==> src/rtl/rail_pg_pkg.sv <==
package rail_pg_pkg;
  typedef enum logic [1:0] {
    WAKE_SLEEP = 2'd0,
    WAKE_WAIT  = 2'd1,
    WAKE_UP    = 2'd2
  } wake_state_e;
endpackage

==> src/rtl/rail_pg_sync.sv <==
module rail_pg_sync #(
  parameter int W = 4
) (
  input  logic         clk_i,
  input  logic         rst_ni,
  input  logic [W-1:0] d_i,
  output logic [W-1:0] q_o
);
  for (genvar g = 0; g < W; g++) begin : g_bit
    logic s1_q, s2_q;
    always_ff @(posedge clk_i or negedge rst_ni) begin
      if (!rst_ni) begin
        s1_q <= 1'b0;
        s2_q <= 1'b0;
      end else begin
        s1_q <= d_i[g];
        s2_q <= s1_q;
      end
    end
    assign q_o[g] = s2_q;
  end
endmodule

==> src/rtl/rail_pg_wake.sv <==
module rail_pg_wake
  import rail_pg_pkg::*;
#(
  parameter int WAKE_US = 420
) (
  input  logic clk_i,
  input  logic rst_ni,
  input  logic any_en_i,
  input  logic tick_us_i,
  output logic awake_o,
  output logic sleep_o
);
  localparam int CW = (WAKE_US > 1) ? $clog2(WAKE_US) : 1;

  wake_state_e st_q;
  logic [CW-1:0] cnt_q;

  always_ff @(posedge clk_i or negedge rst_ni) begin
    if (!rst_ni) begin
      st_q  <= WAKE_SLEEP;
      cnt_q <= '0;
    end else begin
      unique case (st_q)
        WAKE_SLEEP: if (any_en_i) begin
          st_q  <= WAKE_WAIT;
          cnt_q <= '0;
        end
        WAKE_WAIT: begin
          if (!any_en_i) st_q <= WAKE_SLEEP;
          else if (tick_us_i) begin
            if (cnt_q == CW'(WAKE_US - 1)) st_q <= WAKE_UP;
            else cnt_q <= cnt_q + 1'b1;
          end
        end
        WAKE_UP: if (!any_en_i) st_q <= WAKE_SLEEP;
        default: st_q <= WAKE_SLEEP;
      endcase
    end
  end

  assign awake_o = (st_q == WAKE_UP);
  assign sleep_o = (st_q != WAKE_UP);
endmodule

==> src/rtl/rail_pg_chan.sv <==
module rail_pg_chan #(
  parameter int PG_HOLD_MS = 50
) (
  input  logic clk_i,
  input  logic rst_ni,
  input  logic run_i,
  input  logic above_i,
  input  logic below_i,
  input  logic force_i,
  input  logic tick_ms_i,
  output logic pg_o
);
  localparam int HW = $clog2(PG_HOLD_MS + 1);

  logic          pg_q, pg_n, hold_done;
  logic [HW-1:0] hold_q;

  assign hold_done = (hold_q == HW'(PG_HOLD_MS));

  always_comb begin
    if (!run_i || force_i) pg_n = 1'b0;
    else if (pg_q)         pg_n = !below_i;
    else                   pg_n = above_i && hold_done;
  end

  always_ff @(posedge clk_i or negedge rst_ni) begin
    if (!rst_ni) begin
      pg_q   <= 1'b0;
      hold_q <= HW'(PG_HOLD_MS);
    end else begin
      pg_q <= pg_n;
      if ((pg_q && !pg_n) || force_i) hold_q <= '0;
      else if (tick_ms_i && !hold_done) hold_q <= hold_q + 1'b1;
    end
  end

  assign pg_o = pg_q;
endmodule

==> src/rtl/rail_pg_ctrl.sv <==
module rail_pg_ctrl #(
  parameter int N_RAIL     = 4,
  parameter int WAKE_US    = 420,
  parameter int PG_HOLD_MS = 50
) (
  input  logic              clk_i,
  input  logic              rst_ni,
  input  logic              tick_us_i,
  input  logic              tick_ms_i,
  input  logic [N_RAIL-1:0] en_i,
  input  logic [N_RAIL-1:0] above_rise_i,
  input  logic [N_RAIL-1:0] below_fall_i,
  input  logic [N_RAIL-1:0] force_low_i,
  input  logic [N_RAIL-1:0] rail_off_i,
  output logic [N_RAIL-1:0] run_o,
  output logic [N_RAIL-1:0] discharge_o,
  output logic [N_RAIL-1:0] pg_o,
  output logic              shutdown_o
);
  logic [N_RAIL-1:0] en_s;
  logic              awake;

  rail_pg_sync #(.W(N_RAIL)) u_sync (
    .clk_i(clk_i), .rst_ni(rst_ni), .d_i(en_i), .q_o(en_s)
  );

  rail_pg_wake #(.WAKE_US(WAKE_US)) u_wake (
    .clk_i(clk_i), .rst_ni(rst_ni), .any_en_i(|en_s),
    .tick_us_i(tick_us_i), .awake_o(awake), .sleep_o(shutdown_o)
  );

  assign run_o       = en_s & {N_RAIL{awake}} & ~rail_off_i;
  assign discharge_o = ~en_s;

  for (genvar g = 0; g < N_RAIL; g++) begin : g_rail
    rail_pg_chan #(.PG_HOLD_MS(PG_HOLD_MS)) u_chan (
      .clk_i(clk_i), .rst_ni(rst_ni), .run_i(run_o[g]),
      .above_i(above_rise_i[g]), .below_i(below_fall_i[g]),
      .force_i(force_low_i[g]), .tick_ms_i(tick_ms_i), .pg_o(pg_o[g])
    );
  end
endmodule

==> config.mk <==
export PLATFORM = sky130hd
export DESIGN_NAME = rail_pg_ctrl
export DESIGN_NICKNAME = d
export VERILOG_FILES = /design/src/rtl/rail_pg_pkg.sv /design/src/rtl/rail_pg_sync.sv /design/src/rtl/rail_pg_wake.sv /design/src/rtl/rail_pg_chan.sv /design/src/rtl/rail_pg_ctrl.sv
export SDC_FILE = /design/constraint.sdc
export NUM_CORES = 1
export LEC_CHECK = 0
export BUFFER_PORTS_ARGS = -buffer_cell sky130_fd_sc_hd__buf_2
export CAP_MARGIN = 15
export CORE_UTILIZATION = 50
export DETAILED_ROUTE_END_ITERATION = 7
export PLACE_DENSITY = 0.71
export SETUP_SLACK_MARGIN = 0.02
export SLEW_MARGIN = 20
export SYNTH_ARGS = -nofsm -noshare
export SYNTH_HDL_FRONTEND = slang
export SYNTH_HIERARCHICAL = 1
export SYNTH_SLANG_ARGS = --single-unit
==> constraint.sdc <==
create_clock -name clk_i -period 2.2 [get_ports clk_i]
set_input_delay 0.55 -clock clk_i [delete_from_list [all_inputs] [get_ports clk_i]]
set_output_delay 0.55 -clock clk_i [all_outputs]
set_load 0.005 [all_outputs]
==> flow_summary.toml <==
[run_status]
status = "finished clean"

[clock_network]
tritoncts = "built"
insertion_delay_ps = 300
cts_root_buffer = "clkbuf_8"
cts_sinks = 47
cts_buffer_depth = 2
clk_transition_reported_paths_ps = 90
cts_resized = 0
cts_made_buffers = 5
cts-hold-fix-buffers = 0
htreeDepth = 2
cts_setup_buffers = 0

[floorplanning]
io_pins = 37
initial_core_util_pct = 53.3
dieArea_um2 = 5460
chipHeight_um = 73.9
rows = 25
core_area_um2 = 4850
die_w_um = 73.9

[final_layout]
drive_gt1_share_pct = 30.3
layout_common_cells = "36 x buf_2, 35 x dfrtp_1, 17 x inv_1"
antenna_cells = 0
final.fill_count = 435
area_growth_pct = 13.4
fin_cells = 351
layout_commonest_cell = "buf_2"
final_nets = 316

[power_and_ir_drop]
p_per_area_nw_per_um2 = 630
peakVddDrop_v = 0.000425
pwr-share-clk_pct = 29.5
seqPwrFrac_pct = 55.9
switching_share_pct = 27.7
p_leak_nw = 1.36
internal_power_mw = 1.33
switching_power_mw = 0.511
combinationalPowerShare_pct = 14.6

[logic_synthesis]
ys_types = 44
synth_ff_type = "dfrtp_1"
syn_area_um2 = 2590
async_flop_share_pct = 100
synth_edf_count = 0
synth_nets = 276
yosysTopAreaCell = "dfrtp_1"
avgSynthCellArea_um2 = 10.6
yosysSeqAreaShare_pct = 46.1
synth_top_area_share_pct = 33.9
syn_inst = 243
yosysWarnings = 6
ys_seq_elements = 47
synthTopCellsByArea = "dfrtp_1 34%, dfstp_2 12%, ha_1 4.4%"

[global_route]
grt_pass1_vias = 1891
grt_max_degree = 27
antenna_found_initial = 0
grtUsageTotal_pct = 20.9
overflow = 0
grt_pass1_wl_um = 8670

[sta]
min_period_ps = 2060
hold_viol_final = 0
finClkSkew_ps = 8.58
clock.fmax_ghz = 0.486
slew_viol_final = 0
rsz0062_at_grt = "no"
setup_viol = 0
tightest_slew_ps = 502
period_share_pct = 93.5
finalSetupTns_ps = 0
relSlewSlack_pct = 66.5

[detailed_routing]
ant_nets = 0
avgViaCountPerCell = 5.68
routedWlPerCell_um = 14.1
drc_errors = 0
dr_total_vias = 1994
drt-total-wl_um = 4950
dr.first_iter.drc_count = 93
first_pass_iters = 4

[worst_setup_path]
reg2reg_slack_ps = 370
start_kind = "flop"
ff2ff_path_depth = 5
critical_path_class = "reg -> out"
worstPathArrival_ps = 1510
critPathCaptureType = "primary output"
r2r_start = "u_sync/g_bit[2].s2_q"
critical_path.endpoint = "run_o[3]"
r2r-end = "u_wake/cnt_q[2]"
cp_max_fo = 7
startpoint = "u_wake/st_q[0]"
cp.required_ps = 1650

[place]
place_hpwl_um = 3580
portBuffers = 36
dp_cells = 343
gp_congestion = 0.785

[min_path]
min_path_type = "in -> async"

[flow_run]
drv_cap = 0
[cells in the mapped netlist, types with 2 or more instances]
master and instances:
inv_1 17, dfrtp_1 35, and3_2 2, o41ai_1 4, a22o_2 3, a41oi_1 2, and3b_1 7, nand2_1 14
nor2b_1 2, a21o_1 5, buf_4 5, o211a_1 4, a21oi_1 11, nand4b_1 4, nand2b_1 11, nand4_1 10
xor2_1 8, or3_1 4, mux2_2 4, dfstp_2 12, ha_1 9, a211oi_2 4, nor2_1 12, nand3_2 4
o21ai_2 4, and2_1 2, a211oi_1 8, a31oi_1 3, nand3_1 6, o21ai_0 9, and3b_2 5
[worst max-delay path, cell delays in order (launching register included)]
cell     delay (ps)
dfrtp_1         450
nor2b_1         330
and3b_1         290
buf_2           140
[stage by stage]
stage                     hold WS [ps]  worst slack, ps  util (%)  power (mW)  cell area (µm²)
after global placement             333              450      58.6        1.31             2840
after floorplan                    254              406         -        1.22             2590
after global routing               247             53.2      60.5        1.96             2930
final                              206              143      60.5        1.85             2930
after detailed placement           336              376      58.6        1.32             2840
after CTS                          215              129      60.5        1.87             2930
[worst min-delay path by stage]
stage                                       endpoint  cells after the start                 start  slack (ps)
after detailed placement        u_sync/g_bit[1].s2_q                      0  u_sync/g_bit[1].s1_q         340
after CTS                 g_rail[0].u_chan/hold_q[3]                      1                rst_ni         220
after floorplan           g_rail[0].u_chan/hold_q[0]                      0                rst_ni         250
final                     g_rail[0].u_chan/hold_q[3]                      1                rst_ni         210
after global placement          u_sync/g_bit[1].s2_q                      0  u_sync/g_bit[1].s1_q         330
after global routing      g_rail[0].u_chan/hold_q[3]                      1                rst_ni         250
[power by group through the flow]
| stage | sequential (mW) | combinational (mW) | clock, mW |
|---|---|---|---|
| after floorplan | 1.01 | 0.211 | 0 |
| after global placement | 1.04 | 0.265 | 0 |
| after detailed placement | 1.04 | 0.274 | 0 |
| after CTS | 1.03 | 0.274 | 0.567 |
| after global routing | 1.05 | 0.311 | 0.601 |
| final | 1.03 | 0.270 | 0.544 |
[flip-flops by register name (all words and copies together) (netlist names)]
| register | cells |
|---|---|
| g_rail.u_chan/hold_q | 24 |
| u_wake/cnt_q | 9 |
| g_rail.u_chan/pg_o | 4 |
| u_sync/g_bit.s1_q | 4 |
| u_sync/g_bit.s2_q | 4 |
| u_wake/st_q | 2 |
[kinds of logic (layout without fill, tap and decap cells)]
group	count (synthesis)	after routing	synth area share [%]
buffers and inverters	22	63	3.92
adders and majority gates	9	9	4.35
muxes	4	4	1.74
and+or+nand+nor	89	89	21.9
xor gates and xnor gates	9	9	3.05
AOI/OAI and AO/OA	63	63	19.0
DFF	47	47	46.1
[layer usage]
layer,part of all wire [%],GRT usage (%)
met5,0,0
met4,1.2,7.05
met3,3.6,4.53
met2,46,32.6
met1,49,29.0
[cell type report]
| cell class | instances | area (µm²) | area share, % |
|---|---|---|---|
| multi-input cells | 174 | 1290 | 44.1 |
| flip-flops and latches | 47 | 1190 | 40.6 |
| repair buffers | 38 | 208 | 7.08 |
| clock buffers | 7 | 86.3 | 2.94 |
| well taps | 67 | 83.8 | 2.86 |
| inverters | 17 | 63.8 | 2.18 |
| clock inverters | 1 | 5.00 | 0.171 |
No activity file was read; power rests on OpenSTA's default activity.
